File: src/rtl/mbx_pkg.sv
// Shared constants and address helpers for the command mailbox.
// Assumes word addressing; the offset layout is derived from the data-word count.
package mbx_pkg;

    localparam int unsigned ACK_CODE    = 1;
    localparam int unsigned NACK_CODE   = 2;
    localparam int unsigned HDR_OP_LSB  = 0;
    localparam int unsigned HDR_OP_W    = 10;
    localparam int unsigned HDR_LEN_LSB = 10;
    localparam int unsigned HDR_LEN_W   = 6;
    localparam int unsigned HDR_ACK_LSB = 16;
    localparam int unsigned HDR_ACK_W   = 8;
    localparam int unsigned BELL_BIT    = 0;
    localparam int unsigned OVR_BIT     = 1;

    typedef struct packed {
        logic [HDR_OP_W-1:0]  opcode;
        logic [HDR_LEN_W-1:0] length;
        logic                 is_nack;
        logic                 is_ack;
    } rsp_decode_t;

    function automatic int unsigned off_req_cmd();
        return 0;
    endfunction

    function automatic int unsigned off_req_data(int unsigned i);
        return 1 + i;
    endfunction

    function automatic int unsigned off_req_ctrl(int unsigned n);
        return n + 1;
    endfunction

    function automatic int unsigned off_rsp_cmd(int unsigned n);
        return n + 2;
    endfunction

    function automatic int unsigned off_rsp_data(int unsigned n, int unsigned i);
        return n + 3 + i;
    endfunction

    function automatic int unsigned off_rsp_ctrl(int unsigned n);
        return 2 * n + 3;
    endfunction

    function automatic int unsigned off_rsp_stat(int unsigned n);
        return 2 * n + 4;
    endfunction

endpackage

File: src/rtl/mbx_req_chan.sv
// Forward (host to controller) channel: command and data registers, the
// doorbell that doubles as the busy flag, and the sticky overrun bit.
// Assumes a single host write port; ctl_done is a level-sampled strobe.
module mbx_req_chan #(
    parameter int unsigned DATA_W   = 32,
    parameter int unsigned NUM_DATA = 3,
    parameter int unsigned ADDR_W   = 4
) (
    input  logic                       clk,
    input  logic                       rst_n,
    input  logic                       wr_en,
    input  logic [ADDR_W-1:0]          addr,
    input  logic [DATA_W-1:0]          wdata,
    input  logic                       done,
    output logic [DATA_W-1:0]          cmd_q,
    output logic [NUM_DATA*DATA_W-1:0] data_q,
    output logic                       bell_q,
    output logic                       ovr_q
);
    import mbx_pkg::*;

    localparam logic [ADDR_W-1:0] A_CMD  = ADDR_W'(off_req_cmd());
    localparam logic [ADDR_W-1:0] A_CTRL = ADDR_W'(off_req_ctrl(NUM_DATA));

    logic                hit_cmd;
    logic [NUM_DATA-1:0] hit_data;
    logic                hit_payload;
    logic                hit_ctrl;

    // Decode host writes that target the payload and the control register.
    assign hit_cmd     = wr_en && (addr == A_CMD);
    assign hit_ctrl    = wr_en && (addr == A_CTRL);
    assign hit_payload = hit_cmd || (|hit_data);

    // Command register: loads only while the channel is idle.
    always_ff @(posedge clk) begin
        if (!rst_n)
            cmd_q <= '0;
        else if (hit_cmd && !bell_q)
            cmd_q <= wdata;
    end

    generate
        for (genvar gi = 0; gi < NUM_DATA; gi++) begin : g_data
            localparam logic [ADDR_W-1:0] A_DATA = ADDR_W'(off_req_data(gi));

            assign hit_data[gi] = wr_en && (addr == A_DATA);

            // Data word gi: loads only while the channel is idle.
            always_ff @(posedge clk) begin
                if (!rst_n)
                    data_q[gi*DATA_W +: DATA_W] <= '0;
                else if (hit_data[gi] && !bell_q)
                    data_q[gi*DATA_W +: DATA_W] <= wdata;
            end
        end
    endgenerate

    // Doorbell: host may only set it, controller may only clear it.
    always_ff @(posedge clk) begin
        if (!rst_n)
            bell_q <= 1'b0;
        else if (bell_q && done)
            bell_q <= 1'b0;
        else if (!bell_q && hit_ctrl && wdata[BELL_BIT])
            bell_q <= 1'b1;
    end

    // Overrun: set by a payload write during busy, cleared by host write-one.
    always_ff @(posedge clk) begin
        if (!rst_n)
            ovr_q <= 1'b0;
        else if (hit_payload && bell_q)
            ovr_q <= 1'b1;
        else if (hit_ctrl && wdata[OVR_BIT])
            ovr_q <= 1'b0;
    end

endmodule

File: src/rtl/mbx_rsp_chan.sv
// Return (controller to host) channel: response header and data registers,
// the response flag, and a decode of the packed header fields.
// Assumes the controller loads all response words in one strobe.
module mbx_rsp_chan #(
    parameter int unsigned DATA_W   = 32,
    parameter int unsigned NUM_DATA = 3,
    parameter int unsigned ADDR_W   = 4
) (
    input  logic                       clk,
    input  logic                       rst_n,
    input  logic                       rsp_wr,
    input  logic [DATA_W-1:0]          rsp_cmd_in,
    input  logic [NUM_DATA*DATA_W-1:0] rsp_data_in,
    input  logic                       host_wr_en,
    input  logic [ADDR_W-1:0]          host_addr,
    input  logic                       host_bit0,
    output logic [DATA_W-1:0]          rsp_cmd_q,
    output logic [NUM_DATA*DATA_W-1:0] rsp_data_q,
    output logic                       flag_q,
    output mbx_pkg::rsp_decode_t       decode
);
    import mbx_pkg::*;

    localparam logic [ADDR_W-1:0] A_RCTRL = ADDR_W'(off_rsp_ctrl(NUM_DATA));

    logic load;
    logic release_req;

    // Load only into an empty channel; host releases by writing zero.
    assign load        = rsp_wr && !flag_q;
    assign release_req = host_wr_en && (host_addr == A_RCTRL) && !host_bit0;

    // Response words: captured together on an accepted strobe.
    always_ff @(posedge clk) begin
        if (!rst_n) begin
            rsp_cmd_q  <= '0;
            rsp_data_q <= '0;
        end else if (load) begin
            rsp_cmd_q  <= rsp_cmd_in;
            rsp_data_q <= rsp_data_in;
        end
    end

    // Response flag: controller sets by loading, host clears by writing 0.
    always_ff @(posedge clk) begin
        if (!rst_n)
            flag_q <= 1'b0;
        else if (load)
            flag_q <= 1'b1;
        else if (release_req)
            flag_q <= 1'b0;
    end

    // Header decode: split opcode, length and classify the ack field.
    always_comb begin
        decode.opcode  = rsp_cmd_q[HDR_OP_LSB +: HDR_OP_W];
        decode.length  = rsp_cmd_q[HDR_LEN_LSB +: HDR_LEN_W];
        decode.is_ack  = (rsp_cmd_q[HDR_ACK_LSB +: HDR_ACK_W] == HDR_ACK_W'(ACK_CODE));
        decode.is_nack = (rsp_cmd_q[HDR_ACK_LSB +: HDR_ACK_W] == HDR_ACK_W'(NACK_CODE));
    end

endmodule

File: src/rtl/mbx_rd_mux.sv
// Host read multiplexer over both channels; unmapped offsets read zero.
// Assumes DATA_W is at least 26 so the status word fits.
module mbx_rd_mux #(
    parameter int unsigned DATA_W   = 32,
    parameter int unsigned NUM_DATA = 3,
    parameter int unsigned ADDR_W   = 4
) (
    input  logic [ADDR_W-1:0]          addr,
    input  logic [DATA_W-1:0]          req_cmd,
    input  logic [NUM_DATA*DATA_W-1:0] req_data,
    input  logic                       bell,
    input  logic                       ovr,
    input  logic [DATA_W-1:0]          rsp_cmd,
    input  logic [NUM_DATA*DATA_W-1:0] rsp_data,
    input  logic                       rsp_flag,
    input  mbx_pkg::rsp_decode_t       decode,
    output logic [DATA_W-1:0]          rdata
);
    import mbx_pkg::*;

    localparam logic [ADDR_W-1:0] A_CMD   = ADDR_W'(off_req_cmd());
    localparam logic [ADDR_W-1:0] A_CTRL  = ADDR_W'(off_req_ctrl(NUM_DATA));
    localparam logic [ADDR_W-1:0] A_RCMD  = ADDR_W'(off_rsp_cmd(NUM_DATA));
    localparam logic [ADDR_W-1:0] A_RCTRL = ADDR_W'(off_rsp_ctrl(NUM_DATA));
    localparam logic [ADDR_W-1:0] A_RSTAT = ADDR_W'(off_rsp_stat(NUM_DATA));

    // Select the register addressed by the host.
    always_comb begin
        rdata = '0;
        if (addr == A_CMD)
            rdata = req_cmd;
        for (int i = 0; i < NUM_DATA; i++) begin
            if (addr == ADDR_W'(off_req_data(i)))
                rdata = req_data[i*DATA_W +: DATA_W];
            if (addr == ADDR_W'(off_rsp_data(NUM_DATA, i)))
                rdata = rsp_data[i*DATA_W +: DATA_W];
        end
        if (addr == A_CTRL) begin
            rdata[BELL_BIT] = bell;
            rdata[OVR_BIT]  = ovr;
        end
        if (addr == A_RCMD)
            rdata = rsp_cmd;
        if (addr == A_RCTRL)
            rdata[0] = rsp_flag;
        if (addr == A_RSTAT) begin
            rdata[0]       = decode.is_ack;
            rdata[1]       = decode.is_nack;
            rdata[13:8]    = decode.length;
            rdata[25:16]   = decode.opcode;
        end
    end

endmodule

File: src/rtl/hmc_mailbox.sv
// Two-direction command mailbox top: wires the forward channel, the return
// channel and the host read mux. Interrupt outputs are the raw flag levels.
// Assumes one host write per cycle and strobe-style controller inputs.
module hmc_mailbox #(
    parameter int unsigned DATA_W   = 32,
    parameter int unsigned NUM_DATA = 3,
    parameter int unsigned ADDR_W   = 4
) (
    input  logic                       clk,
    input  logic                       rst_n,
    input  logic                       host_wr_en,
    input  logic [ADDR_W-1:0]          host_addr,
    input  logic [DATA_W-1:0]          host_wdata,
    output logic [DATA_W-1:0]          host_rdata,
    output logic                       host_irq,
    output logic                       ctl_irq,
    output logic [DATA_W-1:0]          ctl_cmd,
    output logic [NUM_DATA*DATA_W-1:0] ctl_data,
    input  logic                       ctl_done,
    input  logic                       ctl_rsp_wr,
    input  logic [DATA_W-1:0]          ctl_rsp_cmd,
    input  logic [NUM_DATA*DATA_W-1:0] ctl_rsp_data,
    output logic                       ctl_rsp_ready
);
    logic                       bell;
    logic                       ovr;
    logic [DATA_W-1:0]          rsp_cmd_q;
    logic [NUM_DATA*DATA_W-1:0] rsp_data_q;
    logic                       rsp_flag;
    mbx_pkg::rsp_decode_t       decode;

    mbx_req_chan #(.DATA_W(DATA_W), .NUM_DATA(NUM_DATA), .ADDR_W(ADDR_W)) u_req (
        .clk    (clk),
        .rst_n  (rst_n),
        .wr_en  (host_wr_en),
        .addr   (host_addr),
        .wdata  (host_wdata),
        .done   (ctl_done),
        .cmd_q  (ctl_cmd),
        .data_q (ctl_data),
        .bell_q (bell),
        .ovr_q  (ovr)
    );

    mbx_rsp_chan #(.DATA_W(DATA_W), .NUM_DATA(NUM_DATA), .ADDR_W(ADDR_W)) u_rsp (
        .clk         (clk),
        .rst_n       (rst_n),
        .rsp_wr      (ctl_rsp_wr),
        .rsp_cmd_in  (ctl_rsp_cmd),
        .rsp_data_in (ctl_rsp_data),
        .host_wr_en  (host_wr_en),
        .host_addr   (host_addr),
        .host_bit0   (host_wdata[0]),
        .rsp_cmd_q   (rsp_cmd_q),
        .rsp_data_q  (rsp_data_q),
        .flag_q      (rsp_flag),
        .decode      (decode)
    );

    mbx_rd_mux #(.DATA_W(DATA_W), .NUM_DATA(NUM_DATA), .ADDR_W(ADDR_W)) u_rd (
        .addr     (host_addr),
        .req_cmd  (ctl_cmd),
        .req_data (ctl_data),
        .bell     (bell),
        .ovr      (ovr),
        .rsp_cmd  (rsp_cmd_q),
        .rsp_data (rsp_data_q),
        .rsp_flag (rsp_flag),
        .decode   (decode),
        .rdata    (host_rdata)
    );

    // Interrupt and ready levels follow the two handshake flags.
    assign ctl_irq       = bell;
    assign host_irq      = rsp_flag;
    assign ctl_rsp_ready = !rsp_flag;

endmodule

File: config.mk
export PLATFORM = sky130hd
export DESIGN_NAME = hmc_mailbox
export DESIGN_NICKNAME = d
export VERILOG_FILES = /design/src/rtl/mbx_pkg.sv /design/src/rtl/mbx_req_chan.sv /design/src/rtl/mbx_rsp_chan.sv /design/src/rtl/mbx_rd_mux.sv /design/src/rtl/hmc_mailbox.sv
export SDC_FILE = /design/constraint.sdc
export NUM_CORES = 1
export LEC_CHECK = 0
export ABC_AREA = 1
export ABC_CLOCK_PERIOD_IN_PS = 1600
export BUFFER_PORTS_ARGS = -buffer_cell sky130_fd_sc_hd__buf_2
export CELL_PAD_IN_SITES_DETAIL_PLACEMENT = 0
export CELL_PAD_IN_SITES_GLOBAL_PLACEMENT = 1
export CORE_MARGIN = 3
export CORE_UTILIZATION = 36
export CTS_CLUSTER_DIAMETER = 150
export DETAILED_ROUTE_END_ITERATION = 6
export PLACE_DENSITY = 0.92
export SLEW_MARGIN = 20
export SYNTH_ARGS = -nofsm -noshare
export SYNTH_HDL_FRONTEND = slang
export SYNTH_SLANG_ARGS = --single-unit
File: constraint.sdc
create_clock -name clk -period 1.6 [get_ports clk]
set_input_delay 0.16 -clock clk [delete_from_list [all_inputs] [get_ports clk]]
set_output_delay 0.16 -clock clk [all_outputs]
set_load 0.01 [all_outputs]
Word-level counts from Yosys, hierarchy flattened
Index checks and enable logic that the tools add are counted.
- reductions and logical operators: 26
- mux-type cells: 17
- bitwise logic cells: 1
- equal/unequal tests: 12
- operators by type and width (kind ; count):
    32-bit 2-to-1 mux ; 8
    1-bit logical AND ; 17
    4-bit by 3-bit == test with 1-bit output (second input constant) ; 4
    4-bit == test (second input constant) ; 3
    10-bit 2-to-1 mux ; 1
    4-bit by 2-bit == test with 1-bit output (second input constant) ; 2
    8-bit by 1-bit == test with 1-bit output (second input constant) ; 1
    8-bit by 2-bit == test with 1-bit output (second input constant) ; 1
    6-bit 2-to-1 mux ; 1
    1-bit 2-to-1 mux ; 5
    4-bit by 1-bit == test with 1-bit output (second input constant) ; 1
    4-bit zero test ; 1
    2-bit 2-to-1 mux ; 2
    2-bit nonzero test ; 2
    1-bit zero test ; 3
    3-bit OR reduction ; 1
    2-bit OR reduction ; 1
    1-bit logical OR ; 1
    1-bit NOT ; 1
- flip-flop bits (word level): 259
- input port bits: 169
- output and inout port bits: 163

Depth between registers and ports, before layout
Gate-level depths: netlist (run 1).
- depth in word-level cells: 12
- gate-level depth with buffers: 10
- gate-level depth less buffers: 10

By module
A second synthesis (run 1) with hierarchy kept.
- cells, all modules: 1749
- area total of the unflattened synthesis: 11669.9 um2
- by module, submodules not included (module ; area an instance (um2) ; cells each ; instances):
    mbx_req_chan ; 5028.6 ; 707 ; 1
    mbx_rsp_chan ; 4630.7 ; 589 ; 1
    mbx_rd_mux ; 2006.9 ; 452 ; 1
    hmc_mailbox ; 3.8 ; 1 ; 1

Worst setup path before layout (run 1)
Ideal clock, no wire load.
- path type: reg-to-reg
- start point: register u_rsp.flag_q
- end point: register u_rsp.rsp_data_q[75]
- setup slack: 0.229 ns
- library setup time: 0.064 ns
- data required time: 1.536 ns
- arrival: 1.307 ns
- period minus slack after synthesis: 1.371 ns
- stages on the path, launching flop included: 8
- cells stage by stage: dfxtp_1 > inv_1 > nand2_1 > inv_2 > buf_2 > buf_1 > nor2_1 > nor2_1
- longest elaborated chain between the ends: 2
- RTL lines (what ; RTL line ; RTL):
    from (decl) ; mbx_rsp_chan.sv:19 ; output logic flag_q,
    from (signal assigned) ; mbx_rsp_chan.sv:47 ; flag_q <= 1'b0;
    from (signal assigned) ; mbx_rsp_chan.sv:49 ; flag_q <= 1'b1;
    from (signal assigned) ; mbx_rsp_chan.sv:51 ; flag_q <= 1'b0;
    1-bit zero test ; - ;
    named net ctl_rsp_ready ; hmc_mailbox.sv:23 ; output logic ctl_rsp_ready
    1-bit logical AND ; mbx_rsp_chan.sv:30 ; assign load = rsp_wr && !flag_q;
    to (signal assigned) ; mbx_rsp_chan.sv:40 ; rsp_data_q <= rsp_data_in;
    to (decl) ; mbx_rsp_chan.sv:18 ; output logic [NUM_DATA*DATA_W-1:0] rsp_data_q,
The timed path passes the listed nets, and every way through them passes these cells.
A chain may end at the register's enable or synchronous reset.

Final worst setup path (run 1)
- start point: register u_req.cmd_q[27]
- end point: output port host_rdata[27]
- longest elaborated chain between the ends: 8
- RTL lines (what ; RTL line ; RTL):
    from (decl) ; mbx_req_chan.sv:15 ; output logic [DATA_W-1:0] cmd_q,
    from (signal assigned) ; mbx_req_chan.sv:40 ; cmd_q <= wdata;
    32-bit 2-to-1 mux ; mbx_rd_mux.sv:30 ; if (addr == A_CMD)
    32-bit 2-to-1 mux ; mbx_rd_mux.sv:33 ; if (addr == ADDR_W'(off_req_data(i)))
    32-bit 2-to-1 mux ; mbx_rd_mux.sv:35 ; if (addr == ADDR_W'(off_rsp_data(NUM_DATA, i)))
    32-bit 2-to-1 mux ; mbx_rd_mux.sv:33 ;
    32-bit 2-to-1 mux ; mbx_rd_mux.sv:35 ;
    32-bit 2-to-1 mux ; mbx_rd_mux.sv:33 ;
    32-bit 2-to-1 mux ; mbx_rd_mux.sv:35 ;
    32-bit 2-to-1 mux ; mbx_rd_mux.sv:42 ; if (addr == A_RCMD)
    to (decl) ; hmc_mailbox.sv:14 ; output logic [DATA_W-1:0] host_rdata,
No other way between the ends.

==> flow_summary_export.csv, run 1 <==
group,metric,value,unit
synth,synthMostInstantiatedCell,"nor2_1",
timing,slew_viol_final,0,
clocking,clock-sinks,259,
global_route,antenna_found_initial,3,
synth,syn-cell-area,10900,sq um
floorplanning,initial_core_util,0.367,
floorplanning,coreArea,29800,sq um
status,violations,"setup timing",
worst_hold_path,hold_class,"primary input to flip-flop",
timing,period_minus_slack,1.99,ns
worst_hold_path,hold_end,"u_rsp.rsp_data_q[25]",
detailed_routing,finalWirelength,48900,um
detailed_routing,detail-route-antenna-nets,0,
worst_hold_path,whs_path_depth,3,
worst_setup_path,worstSetupEndpointType,"primary output",
clocking,insertion_delay,0.55,ns
synth,async_flop_share,0,
synth,synth-simple-area-share,0.252,
floorplanning,die_area,32500,sq um
synth,yosys.area.top_type_share,0.474,
global_route,track_usage,0.280,
timing,fin_skew,0.00845,ns
worst_setup_path,crit_type,"flip-flop to primary output",
synth,syn_inst,1577,
power_and_ir_drop,p_leak,7.56,nW
synth,synth_top_area_cell,"dfxtp_1",
finish,layout-drive-gt1-share,0.345,
detailed_routing,drt_iter0_markers,1135,
finish,stdcell_count,2546,
timing,slew_headroom,0.696,
worst_setup_path,rrSetupSlack,0.12,ns
synth,synthesis.nets,1746,
power_and_ir_drop,powerDensity,909,nW/um^2
clocking,cts_buffers,29,
detailed_routing,drt-pass1-iter-count,6,
finish,fin_nets,2301,
synth,synth_fa_ha_area_frac,0,
synth,synth_top_family_by_area,"simple AND/OR/NAND/NOR gates",
synth,yosysUniqueCellTypes,27,
clocking,htree_levels,1,
synth,netlist_top_cells_count,"nor2_1, o21ai_0, dfxtp_1",
clocking,cts_tree,"built",
global_route,grt.overflow.total,0,
global_route,grt_pass1_vias,12700,
finish,fin_util,0.577,
detailed_routing,dr_total_vias,13100,
floorplanning,io_pins,332,
floorplanning,die_h,180,um
worst_hold_path,worstHoldStart,"ctl_rsp_data[25]",
timing,fin_hold_ws,0.0502,ns
synth,muxShareOfSynthArea,0,
clocking,clk_pin_slew_worst_paths,0.06,ns
place,place_inst,2288,
timing,hold_viol,0,
power_and_ir_drop,irDropWorstVdd,705,uV
timing,tightest_slew,0.451,ns
timing,rsz0062_at_grt,"yes",
synth,synth_compound_area_frac,0.196,
worst_setup_path,r2r-end,"u_rsp.rsp_cmd_q[25]",
status,outcome,"finished, violations left",
global_route,grt_max_degree,76,
worst_setup_path,worstPathMaxFanout,3,
timing,finalWorstSetupSlack,-0.389,ns
worst_setup_path,cp-start-kind,"flip-flop",
detailed_routing,wl_per_cell,19.2,um
power_and_ir_drop,power,15.6,mW
timing,timing.fmax,503,MHz
floorplanning,row_count,63,
clocking,cts_root_buf,"clkbuf_16",
finish,syn_to_final_growth,57.0,%
synth,synth-main-ff-cell,"dfxtp_1",
floorplanning,die_x,180,um
synth,yosys-top-cells-area,"dfxtp_1, o21ai_0, nor2_1, nand2_1, a21oi_1",
timing,finalSetupViolCount,32,
place,portBuffers,331,
synth,seq_area_frac_synth,0.474,
worst_setup_path,r2r_cells,6,
global_route,grt_pass1_wl,72600,um
place,finalWeightedCongestion,0.905,
finish,fillers,2768,
worst_setup_path,r2r-start,"u_rsp.flag_q",
detailed_routing,drc,0,
synth,yosys_warnings,0,
worst_setup_path,cp.arrival,1.83,ns
timing,fin_crit_sh,1.24,
synth,synth.avg_cell_area,6.94,sq um
synth,synth-edff-count,0,
synth,synth-xor-area-share,0,
clocking,ctsLongestPathBuffers,3,
detailed_routing,viasPerCell,5.15,
worst_setup_path,required,1.44,ns
place,post-dp-hpwl,34600,um
job,maxCapViolCount,0,
synth,ys_ff_latch,259,
## area by class of cell
cell class | count | area (sq um) | area share
clock buffer | 43 | 818 | 0.0476
inverter | 102 | 392 | 0.0228
sequential | 259 | 5280 | 0.307
timing repair buffer | 634 | 4760 | 0.277
multi-input combinational | 1106 | 5360 | 0.312
tap | 390 | 488 | 0.0284
clock inverter | 11 | 88.8 | 0.00517
antenna | 1 | 2.50 | 0.000146
## repair_timing
action	in CTS	in global routing
hold endpoints to repair	253	0
setup endpoints to repair	32	43
cloned	0	2
hold buffers	164	0
setup buffers	34	9
pin swaps	93	87
resized for setup	169	116
## cell usage in the layout, fill, tap and decap left out, types with 29 or more instances in the layout
cell and count:
a21oi_1 131, buf_2 321, buf_4 112, clkbuf_16 31, dfxtp_1 197, dfxtp_2 57
dlygate4sd3_1 163, inv_1 55, inv_2 42, nand2_1 189, nand2_2 29, nand3_1 86
nor2_1 312, o21ai_0 220, o21ai_2 33
## how the worst max path moves through the flow
stage,startpoint,end,slack (ns),cells past startpoint
after floorplan,u_rsp.flag_q,u_rsp.rsp_data_q[75],0.23,7
after global placement,host_addr[3],host_rdata[23],-0.55,12
after detailed placement,host_addr[3],host_rdata[23],-0.55,12
after CTS,u_req.data_q[87],host_rdata[23],-0.38,6
after global routing,u_req.cmd_q[27],host_rdata[27],-0.48,7
final,u_req.cmd_q[27],host_rdata[27],-0.39,7
## worst max-delay path, cell delays in order, from the launching register on
cell and delay [ns]:
dfxtp_1 0.33, nand2_1 0.08, o21ai_0 0.14, a21oi_1 0.19, nand3_1 0.08, o21ai_0 0.16
nand3_1 0.13, buf_2 0.17
## power breakdown
group	total (mW)	internal (mW)	switching, mW
registers	6.99	6.77	0.222
logic	2.21	1.02	1.19
clock network	6.42	3.69	2.73
total	15.6	11.5	4.14
## sequential cells by signal, summed over array words and instances, names as in the netlist
name / cells
u_req.bell_q: 1
u_req.cmd_q: 32
u_req.data_q: 96
u_req.ovr_q: 1
u_rsp.flag_q: 1
u_rsp.rsp_cmd_q: 32
u_rsp.rsp_data_q: 96
## metrics by stage
step / TNS, ns / instance area [sq um] / setup slack, ns
floorplan: 0 / 10900 / 0.229
global placement: -7.46 / 13700 / -0.551
detailed placement: -10.92 / 13700 / -0.552
CTS: -8.26 / 16800 / -0.381
global route: -9.37 / 17200 / -0.481
finish: -6.96 / 17200 / -0.389
## cells by family after synthesis
kind of cell    after synthesis
simple gates                680
buf+inv                     212
flops                       259
compound gates              426
## metal layers
layer / routed length (um) / part of all wire / global-route usage
met1: 20600 / 0.42 / 0.371
met2: 21500 / 0.44 / 0.441
met3: 4730 / 0.097 / 0.0709
met4: 2050 / 0.042 / 0.103
met5: 26 / 0.00053 / 0
Power figures use the tool's default switching activity.
==> inputs of run 2 (changes only) <==
CORE_MARGIN = not set   (was 3)
==> run 2 against run 1 <==
  * The run still ends with setup timing left
  * Via count is 0.78% lower
  * Setup slack gained 0.041 ns
  * Global-route usage increased by 0.93 points
  * Clock skew is 0.0066 ns higher
  * Sequential power is essentially flat
  * Final cell count shrank 0.71%
  * First-iteration DRC count increased by 14%
  * Critical path depth unchanged
  * Die area fell by 4.4%
  * Sequential share of layout area grew 0.63 points
  * Critical endpoint is now host_rdata[12]
==> flow_summary_export.csv, run 2 (synthesis gave the netlist of run 1 again) <==
group,metric,value,unit
finish,stdcell_area,16800,sq um
clocking,htree_levels,1,
clocking,clk_pin_slew_worst_paths,0.06,ns
finish,fillers,2866,
timing,tightest_slew,0.353,ns
finish,stdcell_count,2528,
timing,tns,-8.44,ns
worst_setup_path,r2r_cells,10,
global_route,grt_pass1_vias,12100,
floorplanning,io_pins,332,
finish,layout_common_cells,"buf_2, nor2_1, o21ai_0, nand2_1, dfxtp_1",
finish,register_area,5260,sq um
clocking,ctsLongestPathBuffers,3,
global_route,track_usage,0.289,
finish,syn_to_final_growth,53.3,%
detailed_routing,viasPerCell,5.15,
detailed_routing,detail-route-antenna-nets,0,
global_route,grt_pass1_wl,69100,um
global_route,grt_max_degree,97,
place,finalWeightedCongestion,0.944,
worst_setup_path,cp.arrival,1.79,ns
detailed_routing,finalWirelength,46400,um
finish,reg_top3,"u_req.data_q (96), u_rsp.rsp_data_q (96)",
finish,layout-drive-gt1-share,0.302,
detailed_routing,dr_total_vias,13000,
power_and_ir_drop,powerDensity,923,nW/um^2
timing,slew_headroom,0.765,
power_and_ir_drop,power,15.5,mW
finish,fin_util,0.563,
timing,slew_viol_final,0,
finish,fin_nets,2284,
floorplanning,row_count,63,
global_route,grt.overflow.total,0,
place,portBuffers,331,
finish,multi_input_area,5160,sq um
detailed_routing,wl_per_cell,18.4,um
place,post-dp-hpwl,33000,um
worst_setup_path,required,1.44,ns
place,place_area,13600,sq um
place,post-place-ws,-0.283,ns
worst_setup_path,worstSetupStartpoint,"u_req.data_q[12]",
timing,finalWorstSetupSlack,-0.348,ns
floorplanning,coreArea,29800,sq um
worst_setup_path,worstPathMaxFanout,2,
clocking,cts_buffers,29,
floorplanning,die_area,31100,sq um
worst_setup_path,cp-start-kind,"flip-flop",
timing,fin_crit_sh,1.22,
floorplanning,initial_core_util,0.367,
timing,fin_skew,0.0150,ns
worst_hold_path,worstHoldStart,"ctl_rsp_wr",
clocking,cts_root_buf,"clkbuf_16",
detailed_routing,drt_iter0_markers,1298,
worst_setup_path,worstSetupEndpointType,"primary output",
power_and_ir_drop,irDropWorstVdd,692,uV
timing,finalSetupViolCount,32,
status,violations,"setup timing",
timing,fin_hold_ws,0.0748,ns
clocking,insertion_delay,0.55,ns
power_and_ir_drop,p_leak,7.32,nW
finish,layout_commonest_cell,"buf_2",
timing,rsz0062_at_grt,"yes",
floorplanning,die_h,176,um
clocking,clock-sinks,259,
timing,hold_viol,0,
timing,timing.fmax,513,MHz
worst_hold_path,whs_path_depth,3,
global_route,antenna_found_initial,7,
clocking,cts_tree,"built",
job,maxCapViolCount,0,
detailed_routing,drc,0,
worst_setup_path,r2r-start,"u_req.data_q[30]",
worst_hold_path,hold_class,"primary input to flip-flop",
place,place_inst,2272,
status,outcome,"finished, violations left",
timing,period_minus_slack,1.95,ns
worst_setup_path,crit_type,"flip-flop to primary output",
floorplanning,die_x,176,um
detailed_routing,drt-pass1-iter-count,5,
-- run 2: path summary, 6_finish.rpt --
path,slack [ns],end
min,0.07,u_rsp.rsp_data_q[65]
min reg2reg,0.44,u_rsp.rsp_data_q[25]
max reg2reg,0.06,u_req.data_q[30]
max,-0.35,host_rdata[12]
-- run 2: final cells by class --
cell class                 instances  area share
antenna                            4    0.000596
clock buffer                      43      0.0500
clock inverter                     7     0.00395
inverter                         102      0.0236
multi-input combinational       1106       0.307
sequential                       259       0.313
tap                              390      0.0291
timing repair buffer             617       0.272
-- run 2: repair_timing --
| action | in CTS | in global routing |
|---|---|---|
| hold buffers | 165 | 0 |
| resized for setup | 137 | 48 |
| hold endpoints to repair | 255 | 0 |
| buffers inserted | 32 | 7 |
| endpoints found under the setup margin | 32 | 34 |
| pin swaps | 51 | 59 |
-- run 2: routing by layer --
layer / track usage / part of all wire
met5: 0.0224 / 0.0026
met4: 0.104 / 0.037
met3: 0.0605 / 0.095
met2: 0.450 / 0.44
met1: 0.391 / 0.42
-- run 2: report_power, final --
group	switching (mW)	internal (mW)
Sequential	0.204	6.77
Clock	2.65	3.75
Combinational	1.14	0.975
-- run 2: critical path: stages, from the launching register on --
cell,delay (ns)
dfxtp_2,0.33
inv_2,0.05
o21ai_1,0.05
nor2_1,0.18
nand4_1,0.21
o21ai_1,0.14
nand3_1,0.12
buf_6,0.15
==> inputs of run 3 (changes only) <==
SETUP_SLACK_MARGIN = 0.02   (was not set)
SKIP_CTS_REPAIR_TIMING = 1   (was not set)
SKIP_LAST_GASP = 1   (was not set)
==> run 3 against run 2 <==
  * Design area down 2.3%
  * Clock power about the same
  * Sequential share of layout area up 0.52 points
  * Maximum frequency down 3.2%
  * Final cell count down 1.4%
  * Clock skew down 0.0040 ns
  * Combinational power down 2%
  * Non-clock buffer count down 32
  * First-iteration DRC count down 8.9%
  * Largest power group unchanged
  * Global-route usage down 1.8 points
  * The flow finishes with violations (hold timing, setup timing)
==> flow_summary_export.csv, run 3 (synthesis gave the netlist of run 1 again) <==
group,metric,value,unit
global_route,grtUsageMet2,0.411,
place,place_inst,2272,
global_route,grt.overflow.total,0,
timing,finalSetupViolCount,32,
finish,reg_top3,"u_req.data_q (96), u_rsp.rsp_data_q (96)",
detailed_routing,detail-route-antenna-nets,0,
global_route,antenna_found_initial,3,
floorplanning,die_h,176,um
timing,rsz0062_at_grt,"yes",
finish,fin_nets,2252,
timing,tightest_slew,0.470,ns
timing,finalWorstSetupSlack,-0.412,ns
detailed_routing,drt-pass1-iter-count,6,
global_route,use_met3,0.0689,
worst_setup_path,rrSetupSlack,0.21,ns
finish,diodes,0,
global_route,grt_use_met1,0.374,
worst_hold_path,hold_class,"primary input to flip-flop",
clocking,clock-sinks,259,
status,outcome,"finished, violations left",
worst_setup_path,worstSetupEndpointType,"primary output",
worst_setup_path,cpPeakStageDelay,0.40,ns
place,post-dp-hpwl,33000,um
global_route,grt_pass1_wl,64400,um
job,maxCapViolCount,0,
timing,hold_viol,2,
worst_setup_path,cpLargestDelayFamily,"compound AO/OA/AOI/OAI gates",
finish,layout_commonest_cell,"nor2_1",
finish,syn_to_final_growth,49.8,%
global_route,track_usage,0.271,
timing,slew_headroom,0.683,
power_and_ir_drop,p_leak,7.14,nW
timing,period_minus_slack,2.01,ns
timing,fin_hold_ws,-0.0508,ns
clocking,cts_buffers,29,
clocking,ctsLongestPathBuffers,3,
global_route,top_usage_layer,"met2",
clocking,cts_root_buf,"clkbuf_16",
power_and_ir_drop,powerDensity,943,nW/um^2
worst_hold_path,worstHoldStart,"ctl_rsp_data[10]",
power_and_ir_drop,power,15.5,mW
worst_setup_path,required,1.44,ns
detailed_routing,drt_iter0_markers,1183,
timing,timing.fmax,497,MHz
detailed_routing,drc,0,
clocking,clk_pin_slew_worst_paths,0.06,ns
floorplanning,die_x,176,um
detailed_routing,wl_per_cell,18.4,um
detailed_routing,viasPerCell,5.14,
worst_setup_path,cp.arrival,1.85,ns
floorplanning,die_area,31100,sq um
floorplanning,row_count,63,
detailed_routing,finalWirelength,45900,um
worst_setup_path,worstPathMaxFanout,2,
finish,layout_common_cells,"nor2_1, buf_2, o21ai_0, dfxtp_1, nand2_1",
floorplanning,io_pins,332,
finish,stdcell_count,2492,
detailed_routing,dr_total_vias,12800,
power_and_ir_drop,irDropWorstVdd,690,uV
global_route,grt_pass1_vias,10900,
worst_setup_path,worstSetupStartpoint,"u_req.data_q[4]",
worst_setup_path,r2r-start,"u_rsp.flag_q",
floorplanning,initial_core_util,0.367,
place,portBuffers,331,
status,violations,"hold timing, setup timing",
clocking,cts_tree,"built",
place,finalWeightedCongestion,0.944,
timing,fin_crit_sh,1.26,
worst_setup_path,cp-start-kind,"flip-flop",
clocking,insertion_delay,0.55,ns
floorplanning,coreArea,29800,sq um
worst_setup_path,crit_buf_inv,2,
timing,slew_viol_final,0,
timing,fin_skew,0.0110,ns
finish,fin_util,0.550,
worst_setup_path,crit_type,"flip-flop to primary output",
global_route,grt_max_degree,97,
worst_setup_path,path_cells,"inv_1, o21ai_0, a21oi_1, nand3_1, o21ai_0, nand3_1, buf_2",
finish,layout-drive-gt1-share,0.264,
clocking,htree_levels,1,
worst_setup_path,crit_slowest_cell,"o21ai_0",
run 3: cell type report:
| class | instances | area, sq um |
|---|---|---|
| Inverter | 102 | 389 |
| Tap cell | 390 | 488 |
| Multi-Input combinational cell | 1106 | 5100 |
| Sequential cell | 259 | 5220 |
| Clock inverter | 7 | 66.3 |
| Fill cell | 2920 | 13400 |
| Clock buffer | 43 | 838 |
| Timing Repair Buffer | 585 | 4300 |
run 3: stage by stage:
stage          setup WS, ns  cell area, sq um  hold slack [ns]  setup TNS [ns]
3_5_place_dp         -0.283             13600            0.414           -7.93
5_1_grt              -0.500             16400          0.00427          -12.48
6_report             -0.412             16400          -0.0508           -9.59
2_1_floorplan         0.229             10900            0.271               0
4_1_cts              -0.456             14500           -0.154          -11.35
3_3_place_gp         -0.265             13600            0.409           -7.24
run 3: report_power, final:
group / switching, mW / internal [mW]
logic: 1.12 / 0.944
registers: 0.202 / 6.77
clock network: 2.67 / 3.75
total: 4.00 / 11.5
run 3: final timing paths:
kind | depth (start not counted) | endpoint
setup reg to reg | 5 | u_rsp.rsp_data_q[14]
hold / removal | 3 | u_rsp.rsp_data_q[10]
hold reg to reg | 2 | u_rsp.rsp_data_q[25]
setup / recovery | 7 | host_rdata[4]
run 3: worst min-delay path, delay by kind of cell:
| kind | cells | cell delay [ns] |
|---|---|---|
| compound gates | 2 | 0.22 |
| buf+inv | 1 | 0.08 |
run 3: layer usage:
layer | vias up | share of wire
li1 | 6173 | -
met1 | 5931 | 0.43
met2 | 618 | 0.45
met3 | 87 | 0.094
met4 | 6 | 0.028
met5 | - | 0.00065
